$ cat src/rtl/rma_cmd_ingress.sv
module rma_cmd_ingress #(
  parameter int NODE_W   = 4,
  parameter int CTX_W    = 3,
  parameter int DEPTH    = 8,
  parameter int INFLIGHT = 3
) (
  input  logic                          clk,
  input  logic                          rst_n,
  input  logic                          wr_en,
  input  logic [15+2*CTX_W+NODE_W-1:0]  wr_off,
  input  logic [127:0]                  wr_data,
  output logic                          stall,
  output logic                          err_flag,
  output logic                          cmd_valid,
  input  logic                          cmd_ready,
  output logic [8:0]                    cmd_op,
  output logic [NODE_W-1:0]             cmd_node,
  output logic [CTX_W-1:0]              cmd_dctx,
  output logic [CTX_W-1:0]              cmd_sctx,
  output logic [127:0]                  cmd_operand
);
  localparam int SCTX_LSB = 15;
  localparam int DCTX_LSB = SCTX_LSB + CTX_W;
  localparam int NODE_LSB = DCTX_LSB + CTX_W;
  localparam int ENT_W    = 9 + NODE_W + 2*CTX_W + 128;
  localparam int PTR_W    = (DEPTH > 1) ? $clog2(DEPTH) : 1;
  localparam int CNT_W    = $clog2(DEPTH + 1);
  localparam logic [CNT_W-1:0] FULL_CNT = CNT_W'(DEPTH);
  localparam logic [CNT_W-1:0] STALL_AT = CNT_W'(DEPTH - INFLIGHT);
  localparam logic [13:0]      PAGE     = 14'd4096;

  logic [ENT_W-1:0] mem [DEPTH];
  logic [PTR_W-1:0] wp, rp;
  logic [CNT_W-1:0] count;
  logic             err_q;

  wire [2:0]  code     = wr_off[6:4];
  wire [8:0]  opc      = {wr_off[14:12], wr_off[9:7], code};
  wire        rsvd_bad = |{wr_off[11:10], wr_off[3:0]};
  wire        code_bad = (code == 3'd7);
  wire [13:0] xlen     = {1'b0, wr_data[60:48]};
  wire [13:0] s_end    = {2'b00, wr_data[11:0]} + xlen;
  wire [13:0] d_end    = {2'b00, wr_data[75:64]} + xlen;
  wire        len_bad  = ~code[2] & ((s_end > PAGE) | (d_end > PAGE));
  wire        full     = (count == FULL_CNT);
  wire        pop      = cmd_valid & cmd_ready;
  wire        accept   = wr_en & ~rsvd_bad & ~code_bad & ~len_bad & ~full;
  wire        reject   = wr_en & ~accept;

  wire [ENT_W-1:0] entry = {opc, wr_off[NODE_LSB +: NODE_W], wr_off[DCTX_LSB +: CTX_W],
                            wr_off[SCTX_LSB +: CTX_W], wr_data};

  always_ff @(posedge clk)
    if (accept) mem[wp] <= entry;

  always_ff @(posedge clk) begin
    if (!rst_n) begin
      wp    <= '0;
      rp    <= '0;
      count <= '0;
      err_q <= 1'b0;
    end else begin
      if (accept) wp <= (wp == PTR_W'(DEPTH-1)) ? '0 : wp + 1'b1;
      if (pop)    rp <= (rp == PTR_W'(DEPTH-1)) ? '0 : rp + 1'b1;
      case ({accept, pop})
        2'b10:   count <= count + 1'b1;
        2'b01:   count <= count - 1'b1;
        default: count <= count;
      endcase
      if (reject) err_q <= 1'b1;
    end
  end

  assign cmd_valid = (count != '0);
  assign stall     = (count > STALL_AT);
  assign err_flag  = err_q;
  assign {cmd_op, cmd_node, cmd_dctx, cmd_sctx, cmd_operand} = mem[rp];


  err_hold_chk: assert property (@(posedge clk) disable iff (!rst_n)
    err_flag |=> err_flag);


  bad_code_chk: assert property (@(posedge clk) disable iff (!rst_n)
    (wr_en && wr_off[6:4] == 3'd7) |=> err_flag);


  full_stall_chk: assert property (@(posedge clk) disable iff (!rst_n)
    (count == FULL_CNT) |-> stall);


  full_drop_chk: assert property (@(posedge clk) disable iff (!rst_n)
    (count == FULL_CNT && wr_en && !cmd_ready) |=> (count == FULL_CNT && err_flag));


  pop_step_chk: assert property (@(posedge clk) disable iff (!rst_n)
    (cmd_valid && cmd_ready && !wr_en) |=> (count == $past(count) - 1'b1));
endmodule

$ cat config.mk
export PLATFORM = sky130hd
export DESIGN_NAME = rma_cmd_ingress
export DESIGN_NICKNAME = d
export VERILOG_FILES = /design/src/rtl/rma_cmd_ingress.sv
export SDC_FILE = /design/constraint.sdc
export NUM_CORES = 1
export LEC_CHECK = 0
export BUFFER_PORTS_ARGS = -buffer_cell sky130_fd_sc_hd__buf_2
export CORE_ASPECT_RATIO = 0.5
export CORE_UTILIZATION = 45
export DETAILED_ROUTE_END_ITERATION = 10
export HOLD_SLACK_MARGIN = 0.12
export PLACE_DENSITY = 0.64
export SLEW_MARGIN = 20
export SYNTH_ARGS = -nofsm -noshare
export SYNTH_HDL_FRONTEND = slang
export SYNTH_SLANG_ARGS = --single-unit
$ cat constraint.sdc
create_clock -name clk -period 31.6 [get_ports clk]
set_clock_uncertainty 0.1 [all_clocks]
set_input_delay 4.74 -clock clk [delete_from_list [all_inputs] [get_ports clk]]
set_output_delay 4.74 -clock clk [all_outputs]
set_load 0.02 [all_outputs]
After elaboration in Yosys (flattened, before gate mapping)
Memory sizes are Yosys's and may differ from the RTL's. A register that Yosys moved wholly into a read port is not among the register bits.
Index checks and enable logic that the tools add are counted.
{"block": "op_classes", "addsub": 6, "order_cmp": 3, "n_eq_ne": 6, "n_mux": 7, "n_bitwise": 14, "n_reduce_logical": 3}
{"operator": "adder 12 x 13 -> 14 bit", "n": 2}
{"operator": "greater-than comparator 14 x 13 -> 1 bit, second input constant", "n": 2}
{"operator": "2-to-1 mux 3 bit", "n": 4}
{"operator": "== test 3 bit, second input constant", "n": 3}
{"operator": "case mux 4 bit (2 select lines)", "n": 1}
{"operator": "AND 1 bit", "n": 7}
{"operator": "adder 3 x 1 -> 3 bit, second input constant", "n": 2}
{"operator": "inverter 1 bit", "n": 6}
{"operator": "OR reduction 6 bit", "n": 1}
{"operator": "adder 4 x 1 -> 4 bit, second input constant", "n": 1}
{"operator": "== test 4 bit, second input constant", "n": 1}
{"operator": "greater-than comparator 4 x 3 -> 1 bit, second input constant", "n": 1}
{"operator": "nonzero test 4 bit", "n": 1}
{"operator": "subtractor 4 x 1 -> 4 bit, second input constant", "n": 1}
{"operator": "== test 2 x 1 -> 1 bit, second input constant", "n": 1}
{"operator": "== test 2 bit, second input constant", "n": 1}
{"operator": "2-to-1 mux 1 bit", "n": 2}
{"operator": "nonzero test 2 bit", "n": 1}
{"operator": "OR 1 bit", "n": 1}
{"block": "word_totals", "regBits": 11, "mem_bits_rw": 1176, "output_inout_bits": 150, "wordCells": 44, "mem_count": 1}
{"memory": "mem", "depth": 8, "width": 147, "rd": 1, "rd_clocked_by_memory_dff": 1, "wr": 1, "line": "32", "source": "logic [ENT_W-1:0] mem [DEPTH];"}

Logic depth before layout (Yosys ltp)
{"block": "logic_depth", "ltp_word": 9, "depth_mapped": 19}

Worst setup path before layout
No wires, ideal clock.
{"block": "synth_timing", "path_type": "input-to-reg", "startpoint": "input wr_data[48]", "endpoint": "memory mem[0][0] (netlist name) (enable)", "setup_ns": 1.065, "arrival_ns": 21.742, "required_time_ns": 30.435, "setup_slack_ns": 8.692, "stages": 11, "path_buffers": 0, "cell_sequence": "ha_1 > inv_1 > fa_1 > nand2b_1 > a21oi_1 > o21a_1 > o221ai_1 > a2111oi_0 > o2111a_1 > o21ai_0 > nor4b_1"}
{"block": "synth_between", "elab_chain_cells": 9, "elab_cells_between_ends": 11}
{"item": "from (decl)", "line": "11", "source": "input logic [127:0] wr_data,"}
{"item": "adder 12 x 13 -> 14 bit (on tied branches)", "line": "42, 43"}
{"item": "greater-than comparator 14 x 13 -> 1 bit", "line": "44", "source": "wire len_bad = ~code[2] & ((s_end > PAGE) | (d_end > PAGE));"}
{"item": "OR 1 bit *", "line": "44"}
{"item": "AND 1 bit *", "line": "44"}
{"item": "inverter 1 bit *", "line": "47", "source": "wire accept = wr_en & ~rsvd_bad & ~code_bad & ~len_bad & ~full;"}
{"item": "AND 1 bit * (2 in series)", "line": "47"}
{"item": "2-to-1 mux 1 bit *", "line": "54", "source": "if (accept) mem[wp] <= entry;"}
{"item": "2-to-1 mux 1 bit (implied by the code) *", "line": "54"}
{"item": "to (decl)", "line": "32"}
Mark *: on every way between the ends. The rest lies on a longest branch, timed or not.

==> impl_metrics.env <==
export IMPL_status="complete, no violations"
export IMPL_synth_edf_count=1176
export IMPL_fp_coreArea_um2=101000
export IMPL_fin_tns_setup_ns=0
export IMPL_std_cell_rows=82
export IMPL_clk_pin_slew_ns=0.07
export IMPL_yosys_warnings=0
export IMPL_crit_arrival_ns=5.63
export IMPL_period_minus_slack_ns=10.47
export IMPL_clockBufferDepth=3
export IMPL_hpwl_mm=52.4
export IMPL_hold_slack_ns=0.384
export IMPL_cts_buffers=103
export IMPL_fp_dieW_um=454
export IMPL_avgSynthCellArea_um2=23.5
export IMPL_grt_start_max_net_pins=137
export IMPL_rsz0062_at_grt="no"
export IMPL_setup_slack_ns=21.13
export IMPL_ir_worst_vdd_mv=0.0372
export IMPL_gp_congestion=0.775
export IMPL_post_route_util_pct=52.4
export IMPL_cts_sinks=1190
export IMPL_drtAntennaViolNets=0
export IMPL_criticalPathCategory="flip-flop to output pin"
export IMPL_die_area_um2=103000
export IMPL_crit_path_end_kind="output pin"
export IMPL_crit_chain="buf_4 -> buf_4 -> buf_4 -> buf_4 -> mux4_2 -> mux2_2 -> buf_2"
export IMPL_vias_per_cell=5.60
export IMPL_hold_viol=0
export IMPL_hp_class="flip-flop to flip-flop"
export IMPL_grt_antenna_before_repair=7
export IMPL_grt_pass1_wl_mm=143
export IMPL_synth_area_um2=45900
export IMPL_area_delta_synth_final_pct=14.9
export IMPL_path_delay_family="buffers and inverters"
export IMPL_cp_common_cell="buf_4"
export IMPL_vias=21000
export IMPL_ys_seq_elements=1190
export IMPL_powerDensity_nw_per_um2=58.7
export IMPL_power_mw=3.09
export IMPL_maxCapViolations=0
export IMPL_timing_fmax_mhz=95.5
export IMPL_final_common_cell="edfxtp_1"
export IMPL_finalSetupViolCount=0
export IMPL_io_pins=307
export IMPL_die_h_um=228
export IMPL_synthDistinctLibCells=54
export IMPL_syn_nets=2143
export IMPL_crit_fanout=48
export IMPL_required_ns=26.76
export IMPL_cts_tree="built"
export IMPL_async_reset_ff_share_pct=0
export IMPL_nNetsFinal=2509
export IMPL_wl_mm=95.2
export IMPL_p_leak_nw=16.5
export IMPL_portBuffers=306
export IMPL_root_buffer="clkbuf_16"
export IMPL_first_pass_iters=6
export IMPL_final_cell_mix="1176 x edfxtp_1, 306 x buf_2, 294 x mux4_2"
export IMPL_ys_flop_type="edfxtp_1"
export IMPL_cts_hold_buf=0
export IMPL_synth_seq_area_share_pct=77.6
export IMPL_cp_num_buf_inv=5
export IMPL_period_share_pct=33.1
export IMPL_grt_overflow=0
export IMPL_cts_setup_buffers=0
export IMPL_drive_gt1_share_pct=39.7
export IMPL_cp_slowest_cell="buf_4"
export IMPL_clk_latency_ns=0.69
export IMPL_drv_slew=0
export IMPL_critPathMaxStageDelay_ns=0.89
export IMPL_grt_util_all_layers_pct=18.7
export IMPL_wl_per_cell_um=25.4
export IMPL_syn_inst=1953
export IMPL_max_slew_margin_pct=28.4
export IMPL_tightest_slew_ns=1.07
export IMPL_grt_pass1_vias=22200
export IMPL_drt_initial_drc_count=1545
export IMPL_drc=0
export IMPL_ctsResizeCount=0
export IMPL_pre_cts_ws_ns=21.57
export IMPL_start_util_pct=45.6
export IMPL_htreeDepth=3
export IMPL_cp_start_kind="flip-flop"
[flip-flops by register name, summed over array words and instances, names as in the netlist, named ones only]
signal	flops
mem	1176
rp	3
wp	3
count	4
err_flag	1
[through the flow]
step | std cells | cell area, µm²
finish | 3751 | 52700
global route | 3750 | 52700
CTS | 3748 | 52700
detailed placement | 3557 | 49200
global placement | 3557 | 49200
floorplan | 1953 | 45900
[power by group]
part / switching, mW / internal [mW] / total, mW
logic: 0.0410 / 0.0216 / 0.0626
clock network: 0.553 / 0.745 / 1.30
registers: 0.000386 / 1.73 / 1.73
[cell type report]
cell class              count  area, µm²
multi-input cells         666       9980
diodes                      2       5.00
inverters                  13       48.8
fillers                  7770      47900
clock buffers             129       2770
flip-flops and latches   1190      35600
well taps                1344       1680
clock inverters            62        707
repair buffers            345       1890
[final timing paths]
| check | start | to | slack (ns) | cells after the start |
|---|---|---|---|---|
| max | flip-flop | cmd_operand[43] | 21.13 | 7 |
| min | rp[2] | flip-flop | 0.38 | 2 |
| max reg2reg | count[1] | mem[1][109] | 27.53 | 7 |
| min reg2reg | rp[2] | flip-flop | 0.38 | 2 |
[kinds of logic (layout without fill, tap and decap cells)]
| logic type | Yosys count | after routing | synth area share, % |
|---|---|---|---|
| flops | 1190 | 1190 | 77.6 |
| simple gates | 78 | 78 | 0.968 |
| mux | 443 | 443 | 18.1 |
| xor+xnor | 14 | 14 | 0.267 |
| buf+inv | 97 | 549 | 0.794 |
| fa+ha+maj | 33 | 33 | 0.933 |
| compound gates | 98 | 98 | 1.37 |
| other cells | 0 | 2 | 0 |
[per-layer routing]
layer / routed length (µm) / GRT usage, % / vias up
li1: - / - / 9105
met1: 41300 / 26.0 / 11300
met2: 48400 / 30.9 / 413
met3: 3750 / 3.19 / 130
met4: 1710 / 4.52 / 10
met5: 63 / 0 / -
[worst min-delay path, delay by kind of cell (launching register included)]
kind,cells,cell delay (ns)
simple gates,1,0.05
compound gates,1,0.07
flops,1,0.31
[synthesized netlist by cell type (all sizes together) (8+ instances only)]
| cell | n | area (µm²) |
|---|---|---|
| clkbuf | 52 | 195 |
| ha | 31 | 388 |
| xnor2 | 8 | 70.1 |
| buf | 32 | 120 |
| o21a | 8 | 61.3 |
| dfxtp | 14 | 280 |
| mux2 | 147 | 1660 |
| edfxtp | 1176 | 35300 |
| o21ai | 21 | 105 |
| inv | 12 | 45.0 |
| mux4 | 294 | 6620 |
| nand2b | 8 | 50.1 |
| nor2 | 20 | 75.1 |
| a21oi | 33 | 165 |
(Power assumes the default switching activity.)
